[config.mk]
export PLATFORM = sky130hd
export DESIGN_NAME = msi_doorbell_bank
export DESIGN_NICKNAME = d
export VERILOG_FILES = /design/src/rtl/msi_db_pkg.sv /design/src/rtl/msi_db_decode.sv /design/src/rtl/msi_db_status.sv /design/src/rtl/msi_db_err.sv /design/src/rtl/msi_doorbell_bank.sv
export SDC_FILE = /design/constraint.sdc
export NUM_CORES = 1
export LEC_CHECK = 0
export BUFFER_PORTS_ARGS = -buffer_cell sky130_fd_sc_hd__clkbuf_2
export CAP_MARGIN = 20
export CELL_PAD_IN_SITES_DETAIL_PLACEMENT = 0
export CELL_PAD_IN_SITES_GLOBAL_PLACEMENT = 2
export CORE_ASPECT_RATIO = 1.5
export CORE_UTILIZATION = 38
export DETAILED_ROUTE_END_ITERATION = 7
export PLACE_DENSITY = 0.93
export SLEW_MARGIN = 20
export SYNTH_ARGS = -nofsm -noshare
export SYNTH_HDL_FRONTEND = slang
export SYNTH_HIERARCHICAL = 1
export SYNTH_SLANG_ARGS = --single-unit
export TNS_END_PERCENT = 10
[constraint.sdc]
create_clock -name clk -period 1.85 [get_ports clk]
set_input_delay 0.0925 -clock clk [delete_from_list [all_inputs] [get_ports clk]]
set_output_delay 0.0925 -clock clk [all_outputs]
set_load 0.02 [all_outputs]
[src/rtl/msi_db_pkg.sv]
`timescale 1ns/1ps
package msi_db_pkg;
    localparam int NUM_REGS = 4;
    localparam int SEL_W    = 2;
    localparam int MSG_W    = 8;
    localparam int IDX_LSB  = 2;
    localparam int FIELD_W  = 5;

    typedef enum logic {
        ERR_IDLE    = 1'b0,
        ERR_LATCHED = 1'b1
    } err_state_e;
endpackage

[src/rtl/msi_db_decode.sv]
`timescale 1ns/1ps
module msi_db_decode
    import msi_db_pkg::*;
#(
    parameter int IDX_W = 3,
    parameter int ADDR_W = 4,
    parameter logic [ADDR_W-1:0] DB_ADDR = '0,
    localparam int VEC = 1 << IDX_W
) (
    input  logic                           clk,
    input  logic                           rst_n,
    input  logic                           db_valid,
    input  logic [ADDR_W-1:0]              db_addr,
    input  logic [MSG_W-1:0]               db_data,
    output logic [NUM_REGS-1:0][VEC-1:0]   set_vec,
    output logic                           bad_idx
);
    logic               hit;
    logic [SEL_W-1:0]   sel;
    logic [FIELD_W-1:0] idx;
    logic               in_range;
    logic [VEC-1:0]     pos_oh;
    logic               unused_msb;

    assign hit        = db_valid && (db_addr == DB_ADDR);
    assign sel        = db_data[SEL_W-1:0];
    assign idx        = db_data[IDX_LSB +: FIELD_W];
    assign unused_msb = db_data[MSG_W-1];

    generate
        if (IDX_W >= FIELD_W) begin : g_full_field
            assign in_range = 1'b1;
        end else begin : g_short_field
            assign in_range = (idx[FIELD_W-1:IDX_W] == '0);
        end
    endgenerate

    always_comb begin
        for (int b = 0; b < VEC; b++) begin
            pos_oh[b] = in_range && (idx == FIELD_W'(VEC - 1 - b));
        end
    end

    generate
        for (genvar r = 0; r < NUM_REGS; r++) begin : g_target
            assign set_vec[r] = (hit && (sel == SEL_W'(r))) ? pos_oh : '0;
        end
    endgenerate

    assign bad_idx = hit && !in_range;

    // at most one vector in the whole bank is set by any doorbell
    a_r2_single_target: assert property (@(posedge clk) disable iff (!rst_n)
        $countones(set_vec) <= 1);
    // an out-of-range doorbell sets nothing
    a_r8_bad_sets_nothing: assert property (@(posedge clk) disable iff (!rst_n)
        bad_idx |-> (set_vec == '0));
endmodule

[src/rtl/msi_db_status.sv]
`timescale 1ns/1ps
module msi_db_status #(
    parameter int VEC = 8
) (
    input  logic           clk,
    input  logic           rst_n,
    input  logic [VEC-1:0] set_i,
    input  logic [VEC-1:0] clr_i,
    output logic [VEC-1:0] q_o,
    output logic           irq_o
);
    always_ff @(posedge clk) begin
        if (!rst_n) q_o <= '0;
        else        q_o <= (q_o & ~clr_i) | set_i;
    end

    assign irq_o = |q_o;

    // every requested set is present the next cycle
    a_r4_set_lands: assert property (@(posedge clk) disable iff (!rst_n)
        (set_i != '0) |=> ((q_o & $past(set_i)) == $past(set_i)));
    // no bit rises without a set
    a_r4_no_spurious: assert property (@(posedge clk) disable iff (!rst_n)
        (set_i == '0) |=> ((q_o & ~$past(q_o)) == '0));
    // cleared bits that were not also set are gone
    a_r6_clear_lands: assert property (@(posedge clk) disable iff (!rst_n)
        ((clr_i & ~set_i) != '0) |=> ((q_o & $past(clr_i & ~set_i)) == '0));
    // set beats clear on the same bit
    a_r7_set_wins: assert property (@(posedge clk) disable iff (!rst_n)
        ((clr_i & set_i) != '0) |=> ((q_o & $past(clr_i & set_i)) == $past(clr_i & set_i)));
endmodule

[src/rtl/msi_db_err.sv]
`timescale 1ns/1ps
module msi_db_err
    import msi_db_pkg::*;
(
    input  logic clk,
    input  logic rst_n,
    input  logic bad_i,
    output logic err_o
);
    err_state_e state_q, state_d;

    always_ff @(posedge clk) begin
        if (!rst_n) state_q <= ERR_IDLE;
        else        state_q <= state_d;
    end

    always_comb begin
        state_d = state_q;
        unique case (state_q)
            ERR_IDLE:    if (bad_i) state_d = ERR_LATCHED;
            ERR_LATCHED: state_d = ERR_LATCHED;
            default:     state_d = ERR_IDLE;
        endcase
    end

    always_comb begin
        err_o = 1'b0;
        unique case (state_q)
            ERR_IDLE:    err_o = 1'b0;
            ERR_LATCHED: err_o = 1'b1;
            default:     err_o = 1'b0;
        endcase
    end

    // bad doorbell raises the flag next cycle
    a_r8_flag_rises: assert property (@(posedge clk) disable iff (!rst_n)
        bad_i |=> err_o);
    // flag is sticky
    a_r8_flag_sticky: assert property (@(posedge clk) disable iff (!rst_n)
        err_o |=> err_o);
endmodule

[src/rtl/msi_doorbell_bank.sv]
`timescale 1ns/1ps
module msi_doorbell_bank
    import msi_db_pkg::*;
#(
    parameter int IDX_W = 3,
    parameter int ADDR_W = 4,
    parameter logic [ADDR_W-1:0] DB_ADDR = '0,
    localparam int VEC = 1 << IDX_W
) (
    input  logic                 clk,
    input  logic                 rst_n,
    input  logic                 db_valid,
    input  logic [ADDR_W-1:0]    db_addr,
    input  logic [MSG_W-1:0]     db_data,
    input  logic                 clr_valid,
    input  logic [SEL_W-1:0]     clr_sel,
    input  logic [VEC-1:0]       clr_mask,
    input  logic [SEL_W-1:0]     rd_sel,
    output logic [VEC-1:0]       rd_data,
    output logic [NUM_REGS-1:0]  irq_o,
    output logic                 err_o
);
    logic [NUM_REGS-1:0][VEC-1:0] set_vec;
    logic [NUM_REGS-1:0][VEC-1:0] clr_vec;
    logic [NUM_REGS-1:0][VEC-1:0] status;
    logic                         bad_idx;

    msi_db_decode #(.IDX_W(IDX_W), .ADDR_W(ADDR_W), .DB_ADDR(DB_ADDR)) u_dec (
        .clk(clk), .rst_n(rst_n),
        .db_valid(db_valid), .db_addr(db_addr), .db_data(db_data),
        .set_vec(set_vec), .bad_idx(bad_idx)
    );

    generate
        for (genvar r = 0; r < NUM_REGS; r++) begin : g_reg
            assign clr_vec[r] = (clr_valid && (clr_sel == SEL_W'(r))) ? clr_mask : '0;
            msi_db_status #(.VEC(VEC)) u_stat (
                .clk(clk), .rst_n(rst_n),
                .set_i(set_vec[r]), .clr_i(clr_vec[r]),
                .q_o(status[r]), .irq_o(irq_o[r])
            );
        end
    endgenerate

    msi_db_err u_err (.clk(clk), .rst_n(rst_n), .bad_i(bad_idx), .err_o(err_o));

    assign rd_data = status[rd_sel];

    // one cycle after reset nothing is pending
    a_r1_reset_clean: assert property (@(posedge clk)
        $past(!rst_n) |-> (irq_o == '0 && !err_o));
    // an interrupt line rises only when a doorbell was accepted
    a_r5_irq_cause: assert property (@(posedge clk) disable iff (!rst_n)
        (!db_valid) |=> ((irq_o & ~$past(irq_o)) == '0));
endmodule

[After elaboration in Yosys (flattened, before gate mapping)]
Index checks and enable logic that the tools add are counted.
Storage, ports and cells
  register bits: 33
  input port bits: 28
  word-level logic and storage cells: 73
Cells by class
  order comparisons: 1
  equal/unequal tests: 13
  muxes and demuxes: 13
  bitwise gates (word level): 13
  reduce and logical (&&, ||, !) cells: 28
Operators by type and width (number)
  8-bit 2-to-1 mux: 9
  8-bit bitwise AND: 4
  8-bit NOT: 4
  8-bit OR: 4
  8-bit OR reduction: 4
  5-bit by 3-bit == test with 1-bit output (second input constant): 4
  1-bit logical AND: 18
  8-bit binary-select mux with 2-bit select: 1
  5-bit by 2-bit == test with 1-bit output (second input constant): 2
  2-bit == test (second input constant): 4
  2-bit logical NOT: 3
  5-bit by 1-bit == test with 1-bit output (second input constant): 1
  5-bit logical NOT: 1
  2-bit by 1-bit == test with 1-bit output (second input constant): 2
  4-bit logical NOT: 1
  1-bit one-hot mux with 2 select lines: 2
  2-bit by 3-bit < comparator with 1-bit output (second input constant): 1
  1-bit logical NOT: 1
  1-bit 2-to-1 mux: 1
  1-bit NOT: 1

[Depth between registers and ports, before layout]
Gate-level depths: netlist of the first run.
  depth in word-level cells: 6
  mapped depth: 5

[By module]
Netlist of the first run, hierarchy kept.
Modules (own cells, without submodules)
  msi_db_status: instances 4, cells each 28, area each 291.5 um^2, seq. area each 160.2 um^2
  msi_doorbell_bank: instances 1, cells each 51, area each 540.5 um^2, seq. area each 0.0 um^2
  msi_db_decode: instances 1, cells each 59, area each 523.0 um^2, seq. area each 0.0 um^2
  msi_db_err: instances 1, cells each 2, area each 27.5 um^2, seq. area each 20.0 um^2

[Worst setup path before layout of the first run]
OpenSTA, ideal clock, no wires.
  path type: input port to flip-flop
  start: in db_addr[1]
  end: reg g_reg[3].u_stat.q_o[1]
  setup time: 0.058 ns
  data arrival time: 1.125 ns
  required time: 1.792 ns
  slack: 0.667 ns
  stages on the path: 5
  buffers on the path: 2
  cells stage by stage: or3_1 -> buf_6 -> buf_8 -> nor4_1 -> o21a_1
RTL lines
  start, declared: RTL line msi_doorbell_bank.sv:13  | input logic [ADDR_W-1:0] db_addr,
  end signal, assigned: RTL line msi_db_status.sv:14  | else q_o <= (q_o & ~clr_i) | set_i;
  end, declared: RTL line msi_db_status.sv:9  | output logic [VEC-1:0] q_o,

[Worst setup path after layout of the first run]
  start: reg g_reg[3].u_stat.q_o[6]
  end: out irq_o[3]
On the way
  word-level cells in the longest chain between the ends: 1
RTL lines
  8-bit OR reduction: RTL line msi_db_status.sv:17  | assign irq_o = |q_o;
  end, declared: RTL line msi_doorbell_bank.sv:20  | output logic [NUM_REGS-1:0] irq_o,
No other way between the ends.

==> results of run 1 <==
[through the flow]
step	std cells	worst slack [ns]	hold slack, ns	power (mW)	instance area, sq um
3_5_place_dp	308	0.3789	0.4748	0.9036	2359
4_1_cts	315	0.4382	0.1819	1.461	2445
2_1_floorplan	224	0.6671	0.2103	0.8564	2257
3_3_place_gp	308	0.3782	0.4460	0.9032	2359
5_1_grt	315	0.3434	0.1891	1.501	2445
6_report	315	0.4460	0.1788	1.450	2445
[worst max path at each step]
| stage | cells after the start | endpoint | startpoint |
|---|---|---|---|
| 3_5_place_dp | 4 | g_reg[2].u_stat/q_o[1] | db_addr[2] |
| 5_1_grt | 3 | irq_o[3] | g_reg[3].u_stat/q_o[6] |
| 3_3_place_gp | 4 | g_reg[2].u_stat/q_o[1] | db_addr[2] |
| 4_1_cts | 3 | irq_o[3] | g_reg[3].u_stat/q_o[6] |
| 2_1_floorplan | 5 | g_reg[3].u_stat/q_o[1] | db_addr[1] |
| 6_report | 3 | irq_o[3] | g_reg[3].u_stat/q_o[6] |
[cells by family after synthesis]
family                 Yosys count  synth area share (%)
AND/OR/NAND/NOR                121                 42.96
AO/OA/AOI/OAI                   33                 10.98
flip-flops                      33                 29.27
buffers and inverters           29                 8.813
multiplexers                     8                 7.982
[synthesized netlist by cell type, types with 2 or more instances]
master / count
dfxtp_1: 33
o21a_1: 33
nor2b_1: 32
nor4_1: 27
and4b_1: 16
nor4_2: 12
clkbuf_1: 10
and4_1: 8
buf_2: 8
mux4_2: 8
nor4bb_1: 8
buf_6: 5
nand2_1: 5
buf_8: 3
buf_4: 2
nand2b_1: 2
or3_1: 2
or4bb_1: 2
[cells in the final DEF (no fill, tap or decap), types with 2 or more instances in the layout]
master,count
and4_1,8
and4b_1,16
buf_4,2
clkbuf_2,39
clkbuf_8,6
dfxtp_1,33
mux4_2,8
nand2_1,5
nand2b_1,2
nor2b_1,32
nor4_1,27
nor4_2,12
nor4bb_1,8
o21a_1,33
or3_1,2
or4bb_1,2
[sequential cells by signal (all words and copies together), names as in the netlist]
register	count
g.u_stat/q_o	32
u_err/state_q	1
[cell type report]
type                       count  share of cell area, %
multi-input combinational    162                  57.16
sequential                    33                  27.02
timing repair buffer          41                  8.598
tap                           72                  3.685
clock buffer                   7                  3.531
[power by group]
part | internal, mW | leakage (nW) | total, mW | switching (mW)
Clock | 0.295 | 0.0443 | 0.559 | 0.264
Combinational | 0.0580 | 0.663 | 0.180 | 0.122
Sequential | 0.711 | 0.266 | 0.711 | 0.000395
Total | 1.06 | 0.973 | 1.45 | 0.386
[layer usage]
metal,vias up,GRT usage [%],part of all wire [%]
li1,906,-,-
met1,906,26.81,43
met2,74,32.73,49
met3,10,3.286,6.0
met4,0,8.519,1.9
met5,-,0,0
[tightest hold or removal path: stages]
cell and delay, ns:
clkbuf_2 0.12, nor4b_2 0.05, o21a_1 0.16
==> results by group, run 1 <==
Final layout
  • Post-layout nets: 271
  • Layout cell share with drive strength beyond 1: 28.81%
  • # fillers: 610
  • Reg area: 660.6 sq um
  • Layout Utilization: 42.57%
  • Synth-to-Final Area Change: 8.315%
  • Area of the multi-input gates: 1398 sq um
  • N_diodes: 0

Clock network
  • Clock tree buffer depth: 2
  • TritonCTS Sinks: 33
  • # Post-CTS Setup Buffers: 0
  • CTS tree: yes
  • Clock transition at path regs: 0.07 ns
  • Clk Latency, worst-skew pair: 0.28 ns
  • CTS Root Cell: clkbuf_8
  • Post-CTS Hold Buffers: 0
  • Htree depth: 2
  • Post-CTS sizing: 0
  • Inserted Clock Buffers: 5

Critical path
  • Reg-to-Reg End: g_reg[0].u_stat/q_o[6]
  • Worst path required time: 1.76 ns
  • Crit-path max cell delay: 0.39 ns
  • Bufs and invs on worst path: 1
  • CP arrival: 1.31 ns
  • CP Max Fanout: 3
  • RR Startpoint: g_reg[0].u_stat/q_o[6]
  • Delay-heaviest family, CP: simple AND/OR/NAND/NOR gates
  • Setup CP Type: reg -> out
  • Slowest cell on the critical path: nor4_1
  • Worst setup SP type: flip-flop
  • Worst reg-to-reg setup slack: 1.09 ns
  • R2R depth: 2
  • Critical path cell sequence: nor4_1, nand2_1, clkbuf_2
  • Kind of end point of the critical path: primary output

Routing
  • Routed WL: 6.078 mm
  • Routed Antenna Nets: 0
  • WL/cell: 19.30 um
  • Via density: 6.019
  • 1st-iter DRT viols: 141
  • DRC: 0
  • Via count: 1896
  • Drt first pass iters: 4

Global route
  • Vias in the first global route: 1750
  • GRT overflow: 0
  • Global-route wire length before repair: 9.487 mm
  • Largest net degree at the start of global routing: 34
  • Gr usage total: 20.34%
  • Antenna violations before repair: 0

Yosys
  • Sequential fraction of the synthesis area: 29.27%
  • Netlist Area Pre-Place: 2257 sq um
  • Synth warn: 6
  • Synth Instances: 224
  • Syn nets: 252
  • Seq cells post-synth: 33
  • Share of the synthesized area in the top cell type: 29.27%
  • Synth Flop Type: dfxtp_1
  • Post-synth cell types: 26
  • Synth top area cells: dfxtp_1 29%, o21a_1 11%, nor2b_1 8.9%
  • Number of flops mapped to enable cells by yosys: 0
  • Post-synthesis async set-or-reset flop share: 0%
  • Mean Syn Cell Area: 10.08 sq um
  • Top cell type by total area after synthesis: dfxtp_1

Worst hold path
  • WHS Endpoint: u_err/state_q
  • Worst hold path class: in -> reg
  • Beginning of the worst hold path: db_addr[2]
  • Hold Path Depth: 3

STA
  • Clk_skew: 0 ns
  • Final hold violations: 0
  • Least-Margin Pin Slew: 0.7299 ns
  • Slew headroom: 51.34%
  • RSZ-0062 raised after global routing: false
  • Slew Viols, Final: 0
  • Max Freq: 712.3 MHz
  • Final setup viols: 0
  • Final worst path period share: 75.89%
  • Setup TNS: 0 ns
  • Period minus WS final: 1.404 ns

Die
  • Core region area: 5743 sq um
  • DIE AREA: 6259 sq um
  • Die Wd: 64.93 um
  • Die Height: 96.39 um
  • Site row count: 34
  • # IOs: 41
  • Initial Utilization: 39.30%

Placement
  • Number of I/O port buffers: 39
  • Dpl hpwl: 4.054 mm
  • Gpl congestion: 0.8083

Power and ir drop
  • Lkg Pwr: 0.9731 nW
  • Cell area power density: 593.1 nW/um^2
  • Peak VDD IR: 0.3781 mV

Run status
  • Status: finished, final reports clean

Flow run
  • Max-cap violations: 0
Power figures use the tool's default switching activity.
==> inputs of run 2 (changes only) <==
--- a/config.mk
+++ b/config.mk
@@ -10,9 +10,9 @@
 export CELL_PAD_IN_SITES_DETAIL_PLACEMENT = 0
 export CELL_PAD_IN_SITES_GLOBAL_PLACEMENT = 2
 export CORE_ASPECT_RATIO = 1.5
-export CORE_UTILIZATION = 38
+export CORE_UTILIZATION = 35
 export DETAILED_ROUTE_END_ITERATION = 7
-export PLACE_DENSITY = 0.93
+export PLACE_DENSITY = 0.88
 export SLEW_MARGIN = 20
 export SYNTH_ARGS = -nofsm -noshare
 export SYNTH_HDL_FRONTEND = slang
==> constraint.sdc (replaced) <==
create_clock -name clk -period 1.4 [get_ports clk]
set_input_delay 0.07 -clock clk [delete_from_list [all_inputs] [get_ports clk]]
set_output_delay 0.07 -clock clk [all_outputs]
set_load 0.02 [all_outputs]
==> run 2 against run 1 <==
  * First-iteration DRC count down 18%
  * Routed wire length is 0.82% higher
  * Critical path depth unchanged
  * Die area rose by 8.3%
  * Global-route usage fell by 1.3 points
  * Combinational power grew 49%
  * Critical path type unchanged
  * Largest power group unchanged
==> results by group, run 2 (synthesis results as in run 1) <==
Die
  • DIE AREA: 6781 sq um
  • Site row count: 35
  • Die Wd: 67.57 um
  • # IOs: 41
  • Die Height: 100.4 um
  • Core region area: 6175 sq um
  • Initial Utilization: 36.56%

STA
  • Period minus WS final: 1.372 ns
  • Slew Viols, Final: 0
  • Clk_skew: 0 ns
  • Final hold violations: 0
  • Final worst path period share: 97.98%
  • Least-Margin Pin Slew: 0.5277 ns
  • Slew headroom: 64.82%
  • Final setup viols: 0
  • Final WS setup: 0.02830 ns
  • RSZ-0062 raised after global routing: false
  • Max Freq: 729.0 MHz
  • Setup TNS: 0 ns

Routing
  • Drt first pass iters: 4
  • DRC: 0
  • Via density: 5.848
  • 1st-iter DRT viols: 115
  • Routed WL: 6.128 mm
  • Via count: 1918
  • WL/cell: 18.68 um
  • Routed Antenna Nets: 0

Critical path
  • Worst path required time: 1.33 ns
  • CP Max Fanout: 3
  • Slowest cell on the critical path: nor4_1
  • Setup CP Type: reg -> out
  • Kind of end point of the critical path: primary output
  • CP arrival: 1.30 ns
  • Worst reg-to-reg setup slack: 0.65 ns
  • Crit-path max cell delay: 0.40 ns
  • Critical path cell sequence: nor4_1, nand2_1, clkbuf_2
  • Worst setup SP type: flip-flop

Final layout
  • Commonest non-fill, non-tap cells in the layout: 39 x clkbuf_2, 33 x o21a_1, 33 x dfxtp_1, 32 x nor2b_1, 24 x nor4_1
  • Layout cell share with drive strength beyond 1: 32.28%
  • Commonest non-fill, non-tap cell in the layout: clkbuf_2
  • Number of flip-flops in the largest register: 32
  • Final Non-Filler Cells: 328
  • Post-layout nets: 281
  • N_diodes: 0
  • Largest regs: g.u_stat/q_o: 32 flops, u_err/state_q: 1 flops
  • # fillers: 629
  • Largest Register: g.u_stat/q_o
  • Synth-to-Final Area Change: 14.52%

Clock network
  • Post-CTS Hold Buffers: 0
  • CTS Root Cell: clkbuf_8
  • Inserted Clock Buffers: 5
  • TritonCTS Sinks: 33
  • Htree depth: 2
  • Clk Latency, worst-skew pair: 0.28 ns
  • Clock transition at path regs: 0.07 ns
  • Clock tree buffer depth: 2
  • CTS tree: yes

Power and ir drop
  • Switching pwr: 519.1 uW
  • Cell area power density: 741.4 nW/um^2
  • Int Pwr: 1.397 mW
  • Flop pwr share: 49.0%
  • Comb pwr share: 14.0%
  • Peak VDD IR: 0.3523 mV
  • Clock network fraction of total power: 37.0%
  • Lkg Pwr: 1.037 nW
  • Net Sw Frac: 27.09%

Global route
  • Antenna violations before repair: 0
  • GRT overflow: 0
  • Global-route wire length before repair: 9.556 mm
  • Largest net degree at the start of global routing: 34
  • Vias in the first global route: 1829
  • Gr usage total: 19.04%

Placement
  • Dpl hpwl: 4.165 mm
  • Post-Place Worst Slack: 0.01811 ns
  • Number of I/O port buffers: 39
  • Placed Cells: 320
  • Gpl congestion: 0.7532

Flow run
  • Max-cap violations: 0

Run status
  • Status: finished, final reports clean

Worst hold path
  • Worst hold path class: in -> reg
run 2: what timing repair did:
| action | CTS | global route |
|---|---|---|
| gates cloned | 0 | 0 |
| gates resized for setup | 1 | 2 |
| setup buffers | 0 | 0 |
| endpoints found under the setup margin | 1 | 2 |
run 2: critical path, delay by kind of cell (launching register included):
family                 cells  cell delay, ns
AND/OR/NAND/NOR            2            0.51
flip-flops                 1            0.34
buffers and inverters      1            0.18
run 2: metal layers:
metal	GRT usage, %	vias to the layer above	share of wire [%]
li1	-	931	-
met1	24.93	925	43
met2	31.00	58	51
met3	3.068	4	4.7
met4	6.383	0	1.2
met5	0	-	0
run 2: worst paths after layout:
| kind | end | depth (start not counted) | start |
|---|---|---|---|
| worst max-delay path | irq_o[2] | 3 | g_reg[2].u_stat/q_o[2] |
| worst min-delay path | u_err/state_q | 3 | db_addr[2] |
| worst max register to register | g_reg[0].u_stat/q_o[6] | 2 | g_reg[0].u_stat/q_o[6] |
| worst min register to register | u_err/state_q | 1 | u_err/state_q |
run 2: cell type report:
| type | instances | area, sq um | share of cell area (%) |
|---|---|---|---|
| multi-input cells | 162 | 1416 | 54.79 |
| flip-flops and latches | 33 | 660.6 | 25.56 |
| repair buffers | 51 | 335.3 | 12.97 |
| well taps | 74 | 92.59 | 3.582 |
| clock buffers | 8 | 80.08 | 3.098 |
run 2: through the flow:
step                power, mW  hold slack [ns]  area (sq um)  utilization, %
floorplan               1.132           0.1878          2257               -
global placement        1.225           0.4425          2486           40.26
detailed placement      1.227           0.4582          2486           40.26
CTS                     1.928           0.1587          2572           41.66
global route            1.975           0.1894          2585           41.86
finish                  1.916           0.1642          2585           41.86
run 2: power by group through the flow:
stage / Clock (mW) / Sequential [mW] / Combinational, mW
after global routing: 0.749 / 0.939 / 0.287
after CTS: 0.722 / 0.939 / 0.267
after floorplan: 0 / 0.962 / 0.170
final: 0.709 / 0.940 / 0.268
after detailed placement: 0 / 0.961 / 0.266
after global placement: 0 / 0.961 / 0.264
